===== config.mk =====
export PLATFORM = sky130hd
export DESIGN_NAME = hdlc_rx
export DESIGN_NICKNAME = d
export VERILOG_FILES = /design/src/rtl/hdlc_rx_pkg.sv /design/src/rtl/hdlc_rx_linemon.sv /design/src/rtl/hdlc_rx_crc.sv /design/src/rtl/hdlc_rx_hold.sv /design/src/rtl/hdlc_rx.sv
export SDC_FILE = /design/constraint.sdc
export NUM_CORES = 1
export LEC_CHECK = 0
export ABC_AREA = 1
export BUFFER_PORTS_ARGS = -buffer_cell sky130_fd_sc_hd__buf_2
export CAP_MARGIN = 20
export CORE_MARGIN = 10
export CORE_UTILIZATION = 50
export CTS_BUF_LIST = sky130_fd_sc_hd__clkbuf_8 sky130_fd_sc_hd__clkbuf_16
export DETAILED_ROUTE_END_ITERATION = 16
export GPL_TIMING_DRIVEN = 0
export HOLD_SLACK_MARGIN = 0.15
export PLACE_DENSITY = 0.71
export SLEW_MARGIN = 10
export SYNTH_ARGS = -nofsm -noshare
export SYNTH_HDL_FRONTEND = slang
export SYNTH_SLANG_ARGS = --single-unit

===== constraint.sdc =====
create_clock -name clk_i -period 3.66 [get_ports clk_i]
set_clock_uncertainty 0.05 [all_clocks]
set_input_delay 0.366 -clock clk_i [delete_from_list [all_inputs] [get_ports clk_i]]
set_output_delay 0.366 -clock clk_i [all_outputs]
set_load 0.01 [all_outputs]

===== src/rtl/hdlc_rx_pkg.sv =====
package hdlc_rx_pkg;
  // bit0 crc ok, bit1 aborted, bit2 short, bit3 non-octet
  typedef struct packed {
    logic non_octet;
    logic short_frm;
    logic aborted;
    logic crc_ok;
  } rx_stat_t;
endpackage


===== src/rtl/hdlc_rx_linemon.sv =====
module hdlc_rx_linemon #(
  parameter int RUN_STUFF = 5
) (
  input  logic clk_i,
  input  logic rst_ni,
  input  logic bit_en_i,
  input  logic rxd_i,
  output logic stuff_o,
  output logic flag_o,
  output logic abort_o
);
  localparam int RUN_MAX = RUN_STUFF + 2;
  localparam int RW = $clog2(RUN_MAX + 1);

  logic [RW-1:0] ones_q;

  always_ff @(posedge clk_i or negedge rst_ni) begin
    if (!rst_ni) ones_q <= '0;
    else if (bit_en_i) begin
      if (!rxd_i) ones_q <= '0;
      else if (ones_q != RW'(RUN_MAX)) ones_q <= ones_q + 1'b1;
    end
  end

  assign stuff_o = bit_en_i && !rxd_i && (ones_q == RW'(RUN_STUFF));
  assign flag_o  = bit_en_i && !rxd_i && (ones_q == RW'(RUN_STUFF + 1));
  assign abort_o = bit_en_i &&  rxd_i && (ones_q == RW'(RUN_STUFF + 1));
endmodule


===== src/rtl/hdlc_rx_crc.sv =====
module hdlc_rx_crc #(
  parameter int          CRC_W = 16,
  parameter logic [15:0] POLY  = 16'h8408,
  parameter logic [15:0] INIT  = 16'hFFFF
) (
  input  logic             clk_i,
  input  logic             rst_ni,
  input  logic             init_i,
  input  logic             en_i,
  input  logic             bit_i,
  output logic [CRC_W-1:0] crc_o
);
  logic [CRC_W-1:0] crc_q, crc_nxt;

  // reflected, one bit per step
  always_comb begin
    crc_nxt = crc_q >> 1;
    if (crc_q[0] ^ bit_i) crc_nxt = crc_nxt ^ CRC_W'(POLY);
  end

  always_ff @(posedge clk_i or negedge rst_ni) begin
    if (!rst_ni)     crc_q <= CRC_W'(INIT);
    else if (init_i) crc_q <= CRC_W'(INIT);
    else if (en_i)   crc_q <= crc_nxt;
  end

  assign crc_o = crc_q;
endmodule


===== src/rtl/hdlc_rx_hold.sv =====
module hdlc_rx_hold #(
  parameter int BYTE_W = 8,
  parameter int DEPTH  = 2
) (
  input  logic              clk_i,
  input  logic              rst_ni,
  input  logic              clr_i,
  input  logic              push_i,
  input  logic [BYTE_W-1:0] din_i,
  output logic              emit_o,
  output logic [BYTE_W-1:0] dout_o
);
  localparam int CW = $clog2(DEPTH + 1);

  logic [BYTE_W-1:0] slot_q [DEPTH];
  logic [CW-1:0]     cnt_q;
  logic              full;

  assign full   = (cnt_q == CW'(DEPTH));
  assign emit_o = push_i && full;
  assign dout_o = slot_q[0];

  always_ff @(posedge clk_i or negedge rst_ni) begin
    if (!rst_ni)                cnt_q <= '0;
    else if (clr_i)             cnt_q <= '0;
    else if (push_i && !full)   cnt_q <= cnt_q + 1'b1;
  end

  for (genvar i = 0; i < DEPTH; i++) begin : g_slot
    if (i == DEPTH - 1) begin : g_tail
      always_ff @(posedge clk_i or negedge rst_ni) begin
        if (!rst_ni) slot_q[i] <= '0;
        else if (push_i && (full || cnt_q == CW'(i))) slot_q[i] <= din_i;
      end
    end else begin : g_mid
      always_ff @(posedge clk_i or negedge rst_ni) begin
        if (!rst_ni) slot_q[i] <= '0;
        else if (push_i) begin
          if (full)                   slot_q[i] <= slot_q[i+1];
          else if (cnt_q == CW'(i))   slot_q[i] <= din_i;
        end
      end
    end
  end
endmodule


===== src/rtl/hdlc_rx.sv =====
module hdlc_rx #(
  parameter int          BYTE_W      = 8,
  parameter int          RUN_STUFF   = 5,
  parameter int          HOLD_BYTES  = 2,
  parameter int          MIN_DATA    = 2,
  parameter int          CRC_W       = 16,
  parameter logic [15:0] CRC_POLY    = 16'h8408,
  parameter logic [15:0] CRC_INIT    = 16'hFFFF,
  parameter logic [15:0] CRC_RESIDUE = 16'hF0B8
) (
  input  logic              clk_i,
  input  logic              rst_ni,
  input  logic              bit_en_i,
  input  logic              rxd_i,
  output logic [BYTE_W-1:0] byte_o,
  output logic              byte_valid_o,
  output logic              sof_o,
  output logic              eof_o,
  output logic [3:0]        status_o
);
  import hdlc_rx_pkg::*;

  localparam int TAIL      = RUN_STUFF + 2;     // flag bits accepted before the flag is seen
  localparam int TW        = $clog2(TAIL + 1);
  localparam int PW        = $clog2(BYTE_W);
  localparam int SHORT_MIN = HOLD_BYTES + MIN_DATA;
  localparam int NW        = $clog2(SHORT_MIN + 1);

  logic stuff, flag, abort, frame_end;
  logic open_q, any_q, sof_pend_q;
  logic [TAIL-1:0]   dly_q;
  logic [TW-1:0]     dly_cnt_q;
  logic [BYTE_W-1:0] sh_q, byte_nxt;
  logic [PW-1:0]     ph_q;
  logic [NW-1:0]     nbyte_q;
  logic accept, real_vld, real_bit, byte_done;
  logic [CRC_W-1:0]  crc;
  logic              emit;
  logic [BYTE_W-1:0] hold_dout;
  rx_stat_t          st_nxt;

  hdlc_rx_linemon #(.RUN_STUFF(RUN_STUFF)) i_linemon (
    .clk_i, .rst_ni, .bit_en_i, .rxd_i,
    .stuff_o(stuff), .flag_o(flag), .abort_o(abort)
  );

  assign frame_end = flag || abort;
  assign accept    = open_q && bit_en_i && !stuff && !frame_end;
  assign real_vld  = accept && (dly_cnt_q == TW'(TAIL));
  assign real_bit  = dly_q[0];
  assign byte_done = real_vld && (ph_q == PW'(BYTE_W - 1));
  assign byte_nxt  = {real_bit, sh_q[BYTE_W-1:1]};

  hdlc_rx_crc #(.CRC_W(CRC_W), .POLY(CRC_POLY), .INIT(CRC_INIT)) i_crc (
    .clk_i, .rst_ni, .init_i(frame_end), .en_i(real_vld), .bit_i(real_bit), .crc_o(crc)
  );

  hdlc_rx_hold #(.BYTE_W(BYTE_W), .DEPTH(HOLD_BYTES)) i_hold (
    .clk_i, .rst_ni, .clr_i(frame_end), .push_i(byte_done), .din_i(byte_nxt),
    .emit_o(emit), .dout_o(hold_dout)
  );

  always_comb begin
    st_nxt = '0;
    if (abort) st_nxt.aborted = 1'b1;
    else begin
      st_nxt.crc_ok    = (crc == CRC_W'(CRC_RESIDUE));
      st_nxt.short_frm = (nbyte_q < NW'(SHORT_MIN));
      st_nxt.non_octet = (ph_q != '0);
    end
  end

  // frame state
  always_ff @(posedge clk_i or negedge rst_ni) begin
    if (!rst_ni) begin
      open_q <= 1'b0; any_q <= 1'b0; sof_pend_q <= 1'b1;
      dly_q <= '0; dly_cnt_q <= '0; sh_q <= '0; ph_q <= '0; nbyte_q <= '0;
    end else if (frame_end) begin
      open_q <= flag; any_q <= 1'b0; sof_pend_q <= 1'b1;
      dly_cnt_q <= '0; ph_q <= '0; nbyte_q <= '0;
    end else begin
      if (emit) sof_pend_q <= 1'b0;
      if (accept) begin
        dly_q <= {rxd_i, dly_q[TAIL-1:1]};
        if (dly_cnt_q != TW'(TAIL)) dly_cnt_q <= dly_cnt_q + 1'b1;
      end
      if (real_vld) begin
        sh_q  <= byte_nxt;
        any_q <= 1'b1;
        ph_q  <= (ph_q == PW'(BYTE_W - 1)) ? '0 : ph_q + 1'b1;
        if (byte_done && nbyte_q != NW'(SHORT_MIN)) nbyte_q <= nbyte_q + 1'b1;
      end
    end
  end

  // outputs
  always_ff @(posedge clk_i or negedge rst_ni) begin
    if (!rst_ni) begin
      byte_o <= '0; byte_valid_o <= 1'b0; sof_o <= 1'b0; eof_o <= 1'b0; status_o <= '0;
    end else begin
      byte_valid_o <= emit;
      sof_o        <= emit && sof_pend_q;
      eof_o        <= frame_end && open_q && any_q;
      if (emit) byte_o <= hold_dout;
      if (frame_end && open_q && any_q) status_o <= 4'(st_nxt);
    end
  end
endmodule


---- Word-level counts from Yosys, hierarchy flattened ----
Index checks and enable logic that the tools add are counted.
operators by class
  add/subtract/negate cells ............... 5
  order comparisons ....................... 1
  equal/unequal tests ..................... 11
  muxes and demuxes ....................... 25
  bitwise gates (word level) .............. 3
  reductions and logical operators ........ 38
operators with widths
  operator                                                                 count
  16-bit two-way mux                                                       3
  3-bit two-way mux                                                        11
  1-bit logical AND                                                        17
  16-bit equality test, second input constant                              1
  8-bit two-way mux                                                        2
  2-bit nonzero test                                                       7
  3-bit by 1-bit adder with 3-bit output, second input constant            4
  3-bit equality test, second input constant                               4
  2-bit AND reduction                                                      6
  3-bit inequality test, second input constant                             3
  1-bit two-way mux                                                        6
  2-bit two-way mux                                                        3
  1-bit zero test                                                          4
  3-bit < comparator, second input constant                                1
  2-bit NOT with 3-bit output                                              1
  3-bit nonzero test                                                       1
  2-bit by 1-bit adder with 2-bit output, second input constant            1
  2-bit by 1-bit equality test with 1-bit output, second input constant    1
  2-bit equality test, second input constant                               1
  2-bit zero test                                                          1
  1-bit logical OR                                                         2
  2-bit by 1-bit inequality test with 1-bit output, second input constant  1
  1-bit NOT                                                                1
  1-bit bitwise XOR                                                        1
storage, ports and cells
  register bits after elaboration ......... 79
  input bits .............................. 4
  output and inout port bits .............. 15
  word-level logic and storage cells ...... 101

---- Depth between registers and ports, before layout ----
  depth after elaboration ................. 12
  mapped depth ............................ 9

---- Modules after synthesis ----
A second synthesis with hierarchy kept.
second synthesis, totals
  cells, all modules ...................... 402
  area total of the unflattened synthesis .. 3714.8 sq um
by module, submodules not included
  module           times used  cells an instance  area each (sq um)
  hdlc_rx          1           182                1796.7
  hdlc_rx_hold     1           122                958.4
  hdlc_rx_crc      1           68                 745.7
  hdlc_rx_linemon  1           30                 214.0

---- Worst setup path after synthesis ----
Ideal clock, no wire load.
  path kind ............................... register to register
  start point ............................. reg i_linemon.ones_q[0]
  end point ............................... reg i_hold.slot_q[0] (netlist bit)
  setup time .............................. 117 ps
  data arrival time ....................... 1443 ps
  path slack .............................. 2050 ps
  stages on the path, launching flop included .. 10
  buffers on the path ..................... 1
  period minus slack after synthesis ...... 1610 ps
  cell sequence ........................... dfrtp_1 inv_1 ha_1 nand2_1 nand4_4 nor2_4 buf_6 nand2_2 nand2_1 nand2_1
between the ends
  cells in the longest elaborated chain, start to end .. 8
RTL lines
  item                                                         line                                                                 RTL
  start: declaration                                           hdlc_rx_linemon.sv:15                                                logic [RW-1:0] ones_q;
  start signal: assignment                                     hdlc_rx_linemon.sv:21                                                else if (ones_q != RW'(RUN_MAX)) ones_q <= ones_q + 1'b1;
  3-bit equality test (on tied branches)                       hdlc_rx_linemon.sv:25, hdlc_rx_linemon.sv:26, hdlc_rx_linemon.sv:27
  1-bit logical AND (on tied branches)                         hdlc_rx_linemon.sv:25, hdlc_rx_linemon.sv:26, hdlc_rx_linemon.sv:27
  1-bit zero test / 1-bit logical OR (equally long branches)   hdlc_rx.sv:48, hdlc_rx.sv:47
  1-bit logical AND / 1-bit zero test (equally long branches)  hdlc_rx.sv:48                                                        assign accept = open_q && bit_en_i && !stuff && !frame_end;
  1-bit logical AND (*)                                        hdlc_rx.sv:48
  1-bit logical AND (*)                                        hdlc_rx.sv:49                                                        assign real_vld = accept && (dly_cnt_q == TW'(TAIL));
  1-bit logical AND (*)                                        hdlc_rx.sv:51                                                        assign byte_done = real_vld && (ph_q == PW'(BYTE_W - 1));
  1-bit logical AND (*)                                        hdlc_rx_hold.sv:33                                                   else if (push_i && (full || cnt_q == CW'(i))) slot_q[i] <= din_i;
  end signal: indexed assignment                               hdlc_rx_hold.sv:33
  end: declaration                                             hdlc_rx_hold.sv:15                                                   logic [BYTE_W-1:0] slot_q [DEPTH];
Every way passes the cells marked *; elsewhere a longest branch is shown, timed or not.
A chain may end at the register's enable or synchronous reset.

---- Worst setup path after layout ----
  start point ............................. reg i_linemon.ones_q[0]
  end point ............................... reg i_hold.cnt_q[0]
between the ends
  cells in the longest elaborated chain, start to end .. 9
RTL lines
  item                                                         line                                                                 RTL
  3-bit equality test (on tied branches)                       hdlc_rx_linemon.sv:25, hdlc_rx_linemon.sv:26, hdlc_rx_linemon.sv:27
  1-bit logical AND (on tied branches)                         hdlc_rx_linemon.sv:25, hdlc_rx_linemon.sv:26, hdlc_rx_linemon.sv:27
  1-bit zero test / 1-bit logical OR (equally long branches)   hdlc_rx.sv:48, hdlc_rx.sv:47
  1-bit logical AND / 1-bit zero test (equally long branches)  hdlc_rx.sv:48
  1-bit logical AND                                            hdlc_rx.sv:48
  1-bit logical AND                                            hdlc_rx.sv:49
  1-bit logical AND                                            hdlc_rx.sv:51
  1-bit logical AND                                            hdlc_rx_hold.sv:26                                                   else if (push_i && !full) cnt_q <= cnt_q + 1'b1;
  2-bit nonzero test (no line)                                 n/a
  end signal: assignment                                       hdlc_rx_hold.sv:26
  end: declaration                                             hdlc_rx_hold.sv:16                                                   logic [CW-1:0] cnt_q;
Parallel ways exist; a longest one is shown, timed or not.

==> impl_metrics.toml <==
[placement]
io_buffers = 18
post-dp-hpwl_um = 4450
place.gp.congestion = 0.785
dp_slack_ps = 1790
placedInstanceArea_um2 = 3690

[global_route]
grt_pass1_vias = 2447
track_usage = 0.134
grt_pass1_wl_um = 11400
antenna_found_initial = 0
grt_max_degree = 66
grt-ovfl-total = 0

[timing]
period_share = 0.512
finalHoldViolCount = 0
setup_tns_ps = 0
worst_pin_slew_ps = 479
max-slew-margin-rel = 0.681
drv_slew = 0
finalWorstSetupSlack_ps = 1790
fin_crit_ps = 1870
setup_viol = 0
fmax_mhz = 534
rsz0062_at_grt = "false"

[critical_path]
setup.worst_path.start = "i_linemon.ones_q[0]"
cp.required_ps = 3850
ff2ff_path_depth = 9
criticalPathCategory = "flop to flop"
critical_path.max_fanout = 10
cp-start-kind = "flop"
end_kind = "flop"
r2r-end = "i_hold.cnt_q[0]"
r2r_start = "i_linemon.ones_q[0]"
r2r_slack_ps = 1790
cp_data_arrival_time_ps = 2060

[hold_path]
holdPathEnd = "i_linemon.ones_q[1]"
hold_path.startpoint = "rxd_i"
hp-class = "primary input to flop"
hold_depth = 3

[synthesis]
synth_edf_count = 0
ys_async_sr_fraction = 1.00
synth.cell_area_um2 = 3470
syn-num-nets = 391
ys_ff_latch = 78
synth_area_per_cell_um2 = 9.27
yosysUniqueCellTypes = 28
synth-warning-count = 0
synth_seq_area_share = 0.569
syn_inst = 374
ys.flop_type = "dfrtp_1"

[clocking]
cts.sinks = 78
root_buffer = "clkbuf_8"
cts_resized = 0
cts_tree = "yes"
clock_latency_ps = 350
cts_hold_buf = 1
postCtsSetupRepairBufs = 0
cts_max_level = 3
cts_buffer_depth = 2
clk_pin_slew_ps = 70
cts_buffers = 9

[power_and_ir_drop]
power.internal_mw = 1.52
combPwrFrac = 0.165
switching_share = 0.286
pwr-share-clk = 0.282
max-vdd-ir-drop_mv = 0.276
seqPwrFrac = 0.553
power.total_mw = 2.13
switchingPower_mw = 0.608
p_leak_nw = 2.00
powerDensity_nw_per_um2 = 548

[job]
maxCapViolCount = 0

[final_layout]
nets = 422
final_util = 0.575
design_area_um2 = 3880
area_growth_pct = 12.0
num_antenna_cells = 0
drive_gt1_frac = 0.173

[detailed_routing]
avgViaCountPerCell = 5.13
vias = 2516
routedWlPerCell_um = 12.9
drc = 0
wirelength_met1_um = 3140
dr.pass1.iters = 4
wl_met2_um = 2850
routed.top_layer = "met4"
final_antenna_net_count = 0
dr_wl_met3_um = 198
drt_iter0_drc = 140
routed_wl_um = 6320

[die]
die_height_um = 103
io_pins = 19
die_area_um2 = 10700
fp-row-count = 30
die_w_um = 103
start_util = 0.513
core_area_um2 = 6760

[status]
status = "completed"
-- stage by stage --
step	instances	hold slack, ps
2_1_floorplan	374	20.4
3_3_place_gp	472	399
3_5_place_dp	473	185
4_1_cts	490	253
5_1_grt	490	283
6_report	490	266
-- power by group through the flow --
stage          clock network [mW]  logic [mW]  registers, mW
5_1_grt                     0.654       0.419           1.20
6_report                    0.599       0.352           1.18
2_1_floorplan                   0       0.264           1.17
3_5_place_dp                    0       0.354           1.19
3_3_place_gp                    0       0.337           1.19
4_1_cts                     0.613       0.359           1.18
-- area by class of cell --
class	count	area, µm²
plain buffers	14	78.8
clock buffers	12	165
clock inverters	4	20.0
fillers	601	2870
inverters	37	139
multi-input cells	245	1280
flip-flops and latches	78	1970
well taps	80	100
repair buffers	20	130
-- metal layers --
metal | track usage | vias to the layer above
met5 | 0 | -
met4 | 0.0610 | 0
met3 | 0.0312 | 12
met2 | 0.208 | 25
met1 | 0.174 | 1205
li1 | - | 1274
-- sequential cells by signal, indices dropped and copies added (netlist names) --
| name | cells |
|---|---|
| i_crc.crc_o | 16 |
| byte_o | 8 |
| i_hold.dout_o | 8 |
| i_hold.slot_q | 8 |
| dly_q | 7 |
| sh_q | 7 |
| status_o | 4 |
| dly_cnt_q | 3 |
| i_linemon.ones_q | 3 |
| nbyte_q | 3 |
| ph_q | 3 |
| i_hold.cnt_q | 2 |
| any_q | 1 |
| byte_valid_o | 1 |
| eof_o | 1 |
| open_q | 1 |
| sof_o | 1 |
| sof_pend_q | 1 |
-- logic make-up (layout without fill, tap and decap cells) --
kind of cell / after synthesis / in the layout / synth area share
simple gates: 178 / 178 / 0.230
flops: 78 / 78 / 0.569
buf+inv: 51 / 87 / 0.0628
compound gates: 49 / 49 / 0.0787
fa+ha+maj: 13 / 13 / 0.0469
xor+xnor: 5 / 5 / 0.0126
-- worst max-delay path: stages, from the launching register on --
cell and delay (ps):
dfrtp_1 380, inv_1 80, ha_1 230, nand3_2 190
nand3_2 200, nor2_1 190, buf_4 200, nand3_1 100
nand3_1 90, nand2_1 50
-- cells in the mapped netlist, types with 5 or more instances --
cell type	count	area share
nor2_1	14	0.015
ha_1	13	0.047
clkbuf_1	6	0.0065
o22a_1	5	0.013
a21oi_1	7	0.010
dfrtp_1	61	0.44
o21ai_0	31	0.045
nand2_1	106	0.11
inv_1	36	0.039
nand3_1	41	0.059
nand4_1	7	0.013
dfstp_2	17	0.13
-- placed cells by master, fill, tap and decap left out, drive strengths merged --
cell type,instances
nand2,108
dfrtp,61
nand3,44
inv,37
o21ai,33
buf,27
clkbuf,18
dfstp,17
nor2,15
ha,13
nand4,8
a21oi,7
o22a,5
xor2,4
clkinv,4
or2,2
o21a,2
nor3,1
xnor2,1
a22oi,1
o22ai,1
dlygate4sd3,1
-- worst max path at each step --
stage | to | cells after the start
floorplan | i_hold.slot_q[0] | 9
global placement | byte_o[2] | 1
detailed placement | i_hold.slot_q[7] | 9
CTS | i_hold.cnt_q[0] | 9
global route | i_hold.cnt_q[0] | 9
finish | i_hold.cnt_q[0] | 9
Note: power is estimated with default switching activity, not from simulation.
